[src/rtl/dac_upd_pkg.sv]
`timescale 1ns/1ps
package dac_upd_pkg;

    localparam logic [3:0] OP_WRITE  = 4'h0;
    localparam logic [3:0] OP_UPDATE = 4'h1;
    localparam logic [3:0] OP_WRUPD  = 4'h3;
    localparam logic [3:0] OP_SLEEP  = 4'h4;

    typedef struct packed {
        logic [15:0] stage;   // staging register
        logic [15:0] live;    // DAC register
        logic        pdown;   // powered down
        logic        armed;   // word received since last pin-driven copy
    } ctl_state_t;

    // keep the top res_bits of a 16-bit MSB-justified code
    function automatic logic [15:0] keep_msbs(logic [15:0] raw, int unsigned res_bits);
        logic [15:0] mask;
        mask = 16'hFFFF << (16 - res_bits);
        return raw & mask;
    endfunction

endpackage

[src/rtl/dac_load_sync.sv]
`timescale 1ns/1ps
module dac_load_sync #(
    parameter int unsigned STAGES = 2
) (
    input  logic clk,
    input  logic rst_n,
    input  logic pin_n_i,
    output logic level_o,
    output logic fall_o
);
    localparam int unsigned W = STAGES + 1;

    logic [W-1:0] chain_d, chain_q;

    always_comb begin
        chain_d = {chain_q[W-2:0], pin_n_i};
    end

    always_ff @(posedge clk) begin
        if (!rst_n) chain_q <= '1;
        else        chain_q <= chain_d;
    end

    assign level_o = chain_q[STAGES-1];
    assign fall_o  = chain_q[STAGES] & ~chain_q[STAGES-1];

endmodule

[src/rtl/dac_settle_timer.sv]
`timescale 1ns/1ps
module dac_settle_timer #(
    parameter int unsigned SETTLE_CYCLES = 2400
) (
    input  logic clk,
    input  logic rst_n,
    input  logic wake_i,
    input  logic sleep_i,
    output logic busy_o
);
    localparam int unsigned CW = $clog2(SETTLE_CYCLES + 1);
    localparam logic [CW-1:0] LOAD = CW'(SETTLE_CYCLES);

    logic [CW-1:0] cnt_d, cnt_q;

    always_comb begin
        cnt_d = cnt_q;
        if (sleep_i)              cnt_d = '0;
        else if (wake_i)          cnt_d = LOAD;
        else if (cnt_q != '0)     cnt_d = cnt_q - 1'b1;
    end

    always_ff @(posedge clk) begin
        if (!rst_n) cnt_q <= '0;
        else        cnt_q <= cnt_d;
    end

    assign busy_o = (cnt_q != '0);

    // a wake request always opens the window on the next edge
    assert_wake_opens_window_R10: assert property (@(posedge clk) disable iff (!rst_n)
        wake_i && !sleep_i |=> busy_o);

    // the window never exceeds its configured length
    assert_window_bounded_R10: assert property (@(posedge clk) disable iff (!rst_n)
        cnt_q <= LOAD);

endmodule

[src/rtl/dac_update_ctrl.sv]
`timescale 1ns/1ps
module dac_update_ctrl
    import dac_upd_pkg::*;
#(
    parameter int unsigned RES_BITS      = 16,
    parameter bit          RESET_MID     = 1'b0,
    parameter int unsigned SETTLE_CYCLES = 2400,
    parameter int unsigned SYNC_STAGES   = 2
) (
    input  logic        clk,
    input  logic        rst_n,
    input  logic [23:0] word_i,
    input  logic        word_valid_i,
    input  logic        xfer_busy_i,
    input  logic        load_n_i,
    output logic [15:0] code_o,
    output logic        pdown_o,
    output logic        settle_busy_o
);
    localparam logic [15:0] RST_CODE = RESET_MID ? 16'h8000 : 16'h0000;

    ctl_state_t st_d, st_q;
    logic       load_lvl, load_fall;
    logic [3:0] opcode;
    logic [15:0] data_in;
    logic       op_write, op_update, op_sleep;

    dac_load_sync #(.STAGES(SYNC_STAGES)) u_sync (
        .clk     (clk),
        .rst_n   (rst_n),
        .pin_n_i (load_n_i),
        .level_o (load_lvl),
        .fall_o  (load_fall)
    );

    assign opcode    = word_i[23:20];
    assign data_in   = keep_msbs(word_i[15:0], RES_BITS);
    assign op_write  = (opcode == OP_WRITE)  || (opcode == OP_WRUPD);
    assign op_update = (opcode == OP_UPDATE) || (opcode == OP_WRUPD);
    assign op_sleep  = (opcode == OP_SLEEP);

    always_comb begin
        st_d = st_q;
        if (word_valid_i) begin
            if (op_write) st_d.stage = data_in;
            if (!load_lvl) begin
                // pin held low at word completion: update, no sleep
                st_d.live  = st_d.stage;
                st_d.pdown = 1'b0;
                st_d.armed = 1'b0;
            end else begin
                if (op_update) begin
                    st_d.live  = st_d.stage;
                    st_d.pdown = 1'b0;
                end
                if (op_sleep) st_d.pdown = 1'b1;
                st_d.armed = 1'b1;
            end
        end else if (load_fall) begin
            st_d.pdown = 1'b0;
            if (st_q.armed && !xfer_busy_i) begin
                st_d.live  = st_q.stage;
                st_d.armed = 1'b0;
            end
        end
    end

    always_ff @(posedge clk) begin
        if (!rst_n) begin
            st_q.stage <= RST_CODE;
            st_q.live  <= RST_CODE;
            st_q.pdown <= 1'b0;
            st_q.armed <= 1'b0;
        end else begin
            st_q <= st_d;
        end
    end

    dac_settle_timer #(.SETTLE_CYCLES(SETTLE_CYCLES)) u_settle (
        .clk     (clk),
        .rst_n   (rst_n),
        .wake_i  (st_q.pdown && !st_d.pdown),
        .sleep_i (st_d.pdown),
        .busy_o  (settle_busy_o)
    );

    assign code_o  = st_q.live;
    assign pdown_o = st_q.pdown;

    // a plain write never moves the DAC code
    assert_write_keeps_code_R1: assert property (@(posedge clk) disable iff (!rst_n)
        word_valid_i && load_lvl && opcode == OP_WRITE |=> $stable(st_q.live));

    // an update opcode wakes the converter and mirrors the staging value
    assert_update_copies_R2: assert property (@(posedge clk) disable iff (!rst_n)
        word_valid_i && load_lvl && opcode == OP_UPDATE |=> !st_q.pdown && st_q.live == $past(st_q.stage));

    // power-down keeps both registers
    assert_sleep_keeps_regs_R4: assert property (@(posedge clk) disable iff (!rst_n)
        word_valid_i && load_lvl && op_sleep |=> st_q.pdown && $stable(st_q.live) && $stable(st_q.stage));

    // a gated pin edge wakes without an update
    assert_gated_edge_R7: assert property (@(posedge clk) disable iff (!rst_n)
        load_fall && xfer_busy_i && !word_valid_i |=> !st_q.pdown && $stable(st_q.live));

    // pin low at word completion forces an update and blocks sleep
    assert_pin_low_word_R8: assert property (@(posedge clk) disable iff (!rst_n)
        word_valid_i && !load_lvl |=> !st_q.pdown && st_q.live == st_q.stage);

    // no settling while powered down
    assert_no_busy_asleep_R10: assert property (@(posedge clk) disable iff (!rst_n)
        st_q.pdown |-> !settle_busy_o);

endmodule

[config.mk]
export PLATFORM = sky130hd
export DESIGN_NAME = dac_update_ctrl
export DESIGN_NICKNAME = d
export VERILOG_FILES = /design/src/rtl/dac_upd_pkg.sv /design/src/rtl/dac_load_sync.sv /design/src/rtl/dac_settle_timer.sv /design/src/rtl/dac_update_ctrl.sv
export SDC_FILE = /design/constraint.sdc
export NUM_CORES = 1
export LEC_CHECK = 0
export BUFFER_PORTS_ARGS = -buffer_cell sky130_fd_sc_hd__buf_4
export CAP_MARGIN = 20
export CELL_PAD_IN_SITES_DETAIL_PLACEMENT = 0
export CELL_PAD_IN_SITES_GLOBAL_PLACEMENT = 1
export CORE_MARGIN = 5
export CORE_UTILIZATION = 44
export CTS_CLUSTER_DIAMETER = 120
export CTS_CLUSTER_SIZE = 40
export DETAILED_ROUTE_END_ITERATION = 8
export PLACE_DENSITY = 0.85
export SLEW_MARGIN = 40
export SYNTH_ARGS = -nofsm -noshare
export SYNTH_HDL_FRONTEND = slang
export SYNTH_SLANG_ARGS = --single-unit
[constraint.sdc]
create_clock -name clk -period 3.2 [get_ports clk]
set_input_delay 0.32 -clock clk [delete_from_list [all_inputs] [get_ports clk]]
set_output_delay 0.32 -clock clk [all_outputs]
set_load 0.02 [all_outputs]
==> run summary <==
The first global-routing pass estimated 8625 um of wire. The share of Yosys cell area claimed by the top area cell type was 0.4081; the synthesis-to-layout area growth was 13.95%. During synthesis, Yosys emitted a total of 0 warnings. The clock slew seen by the registers of the worst setup and hold paths came out at 0.09 ns.

The run gives 27 as the number of rows created at floorplan. The power after layout came out at 1.656 mW. The H-tree was split into 2 levels.

The run finished with clean final reports. The length in cells of the worst reg-to-reg path works out to 4. The critical path crosses 3 cells after its start point. The count of state elements after synthesis came out at 49. The last element of the critical path is settle_busy_o. The largest individual stage delay along the critical path comes from the cell sky130_fd_sc_hd__nand4_1. The final count of hold timing violations came out at 0. The number of nets in the finished design was 313; the critical-path maximum fanout was 11. Sorting the synthesized cells by area gives the leading types as sky130_fd_sc_hd__dfxtp_1, sky130_fd_sc_hd__mux2i_1, sky130_fd_sc_hd__buf_4. The number of global-route vias before repair is 1878, and the half-perimeter wire length after placement is 3350 um. The number of clock buffers added by TritonCTS is 5. Setup repair after global routing left no endpoint under its margin.

The critical path goes through nor3_2 > nand4_1 > buf_4. The worst setup path is captured at an output pin. The largest net degree at the start of global routing was 40. Using the TritonRoute via totals, the vias-per-cell ratio works out to 5.341. Yosys mapped the design onto 49 distinct sky130hd cell types. The area of the die is 7041 um2, and the post-synthesis instance total is 262.

The number of buffer and inverter instances along the worst setup path is 1, and the number of pins exceeding their max-slew limit in the final report is 0. At the end of routability-driven placement, the weighted congestion stood at 0.7429. The tools report the final wirelength as 5103 um.

The tools report the startpoint of the most critical setup path as u_settle.cnt_q[4]. The capture instance of the worst register-to-register path is code_o[14]. For the worst-skew pair, the clock arrives at the later sink with an insertion delay of 0.30 ns. The data required time of the critical path is 2.88 ns. The buffer depth of the longest clock path came out at 2. The tools report the global-route usage over all layers as 0.1476.

By startpoint and endpoint, the worst setup path is classified as reg -> out. 0 antenna diodes ended up in the layout. Number of standard cells in the final layout excluding fillers: 355. For the total I/O pin count, the log shows 47.

TritonCTS built the clock tree. The die extent in y was 83.91 um; the maximum resistive drop on vdd was 0.3515 mV. The analysis attributes to cell leakage a power of 1.169 nW. The count of buffers added on input and output ports is 42. Adding up every negative setup slack in the final design gives 0 ns. Max-cap violation count: 0. The run gives 0.4538 GHz as the maximum operating frequency. The pre-antenna-repair detailed-routing pass consisted of 4 iterations.

The count of hold buffers inserted by post-cts repair is 0, and the share of synthesized flip-flops with an asynchronous set or reset is 0. The final critical-path share of the clock period works out to 0.6886. In this design, the stage delay of the slowest critical-path cell is 0.46 ns. The tools report the effective utilization at floorplan as 0.4447. In the final routed layout, each cell accounts on average for 14.37 um. The tools report the headroom to the max-slew limit as 0.5014.

In the synthesized netlist the dominant register cell turns out to be sky130_fd_sc_hd__dfxtp_1. The cell accounting for the most synthesized area is sky130_fd_sc_hd__dfxtp_1. Source of the worst register-to-register timing path: u_sync.chain_q[1]. The number of antenna violations at the first check in global routing is 0. The number of design rule violations left after detail routing is 0.

The tree is rooted in a sky130_fd_sc_hd__clkbuf_8. On the critical path the largest part of the delay comes from simple AND/OR/NAND/NOR gates. The number of nets produced by synthesis came out at 293. The number of enable-type register cells in the synthesized netlist works out to 0. The x dimension of the die is 83.91 um. The worst min-delay path class is in -> reg. The core footprint came out at 5405 um2. The smallest clock period supported by the final layout is computed as 2.204 ns. In this run, placement finished with an instance count of 347. The count of antenna-violating nets left after detailed routing was 0.

The arrival time at the worst endpoint was 1.88 ns. At the pin with the least slew margin, the transition time is 0.7444 ns. For the first-iteration detailed-routing DRC count, the log shows 104. Clock skew on the completed layout was measured at 0.006847 ns. The synthesized netlist occupies a cell area of 2404 um2. After clock tree synthesis, the repair step resized 0 gates. The logs give 0 for the sum of overflow across all layers after global routing and 1.32 ns for the setup slack of the most critical reg-to-reg path.

The share of cells above drive strength 1 came out at 0.2297. STA classifies the critical path startpoint as a flip-flop. The final number of setup-violating endpoints is 0. Each instance of the synthesized netlist takes up on average 9.174 um2. The power density over the cells was 604.6 nW/um2; the total via count in the routed design was 1896. Counting every sink on the clock net gives 49. The sequential element share of the synthesized area is 0.4081, and the number of setup buffers added after CTS is 0.
## synth_stat cells (3+ instances only)
cell                       count
sky130_fd_sc_hd__dfxtp_1      49
sky130_fd_sc_hd__nand2_1      24
sky130_fd_sc_hd__a31oi_1      19
sky130_fd_sc_hd__nor2b_1      19
sky130_fd_sc_hd__buf_4        18
sky130_fd_sc_hd__mux2i_1      17
sky130_fd_sc_hd__o31ai_1      17
sky130_fd_sc_hd__o21ai_0      15
sky130_fd_sc_hd__nor2_1        8
sky130_fd_sc_hd__a21oi_1       7
sky130_fd_sc_hd__clkbuf_1      7
sky130_fd_sc_hd__buf_2         5
sky130_fd_sc_hd__nand2b_1      5
sky130_fd_sc_hd__inv_1         4
sky130_fd_sc_hd__nand3_1       4
sky130_fd_sc_hd__nand3b_1      3
sky130_fd_sc_hd__nand4_1       3
## cells by family (layout without fill, tap and decap cells)
family,Yosys count,in the layout,synth area share
and+or+nand+nor,84,84,0.1994
adders and majority gates,2,2,0.01041
buffers and inverters,36,57,0.09474
xor gates and xnor gates,3,3,0.01093
DFF,49,49,0.4081
muxes,17,17,0.07080
AOI/OAI and AO/OA,71,71,0.2056
## placed cells by master (no fill, tap or decap), drive strengths merged, types with 2 or more instances in the layout
cell type	instances
nor4	2
dfxtp	49
o21ai	17
nand2b	5
buf	45
nand3b	3
clkbuf	6
ha	2
or2b	2
nor2b	19
nand4	3
mux2i	17
nor3	2
or3b	2
nor2	8
a21boi	2
o31ai	17
nand2	24
nor3b	3
a31oi	19
a21oi	7
nand3	4
and2	2
inv	5
xor2	2
o211ai	3
## flip-flops by register name (all words and copies together) (netlist names)
name / cells
code_o: 16
st_q: 17
pdown_o: 1
u_sync.chain_q: 3
u_settle.cnt_q: 12
## worst reg2reg max path: cells and delay by family, from the launching register on
kind                   cells  cell delay, ns
AND/OR/NAND/NOR            2            0.86
flip-flops                 1            0.45
buffers and inverters      1            0.27
AO/OA/AOI/OAI              1            0.17
## cell type report
type,instances,area (um2)
Timing Repair Buffer,45,337.8
Inverter,4,15.01
Fill cell,536,2666
Multi-Input combinational cell,177,1216
Sequential cell,49,980.9
Tap cell,72,90.09
Clock buffer,6,82.58
Clock inverter,2,16.27
## metrics by stage
step	instance area (um2)	setup WS, ns	util	hold slack, ns
after CTS	2739	0.9899	0.5067	0.1880
after global routing	2739	0.8524	0.5067	0.2119
after floorplan	2404	1.623	-	0.3863
final	2739	0.9964	0.5067	0.1924
after detailed placement	2640	1.077	0.4884	0.4044
after global placement	2634	1.105	0.4873	0.3944
## worst min path at each step
| stage | slack (ns) | cells past startpoint | end | from |
|---|---|---|---|---|
| after global routing | 0.21 | 2 | u_sync.chain_q[0] | load_n_i |
| final | 0.19 | 2 | u_sync.chain_q[0] | load_n_i |
| after global placement | 0.39 | 1 | u_sync.chain_q[1] | u_sync.chain_q[0] |
| after floorplan | 0.39 | 1 | u_sync.chain_q[1] | u_sync.chain_q[0] |
| after CTS | 0.19 | 2 | u_sync.chain_q[0] | load_n_i |
| after detailed placement | 0.40 | 1 | u_sync.chain_q[1] | u_sync.chain_q[0] |
## routing by layer
layer	wire length, um	up-vias	part of all wire	global-route usage
li1	-	965	-	-
met1	2448	892	0.48	0.1959
met2	2414	34	0.47	0.2379
met3	188	5	0.037	0.02962
met4	52	0	0.010	0.05117
met5	0	-	0	0
## report_power, final
part           switching [mW]  internal [mW]
Clock                   0.220          0.178
Sequential             0.0650          0.680
Combinational           0.274          0.238
Total                   0.559           1.10
Power figures use the tool's default switching activity.
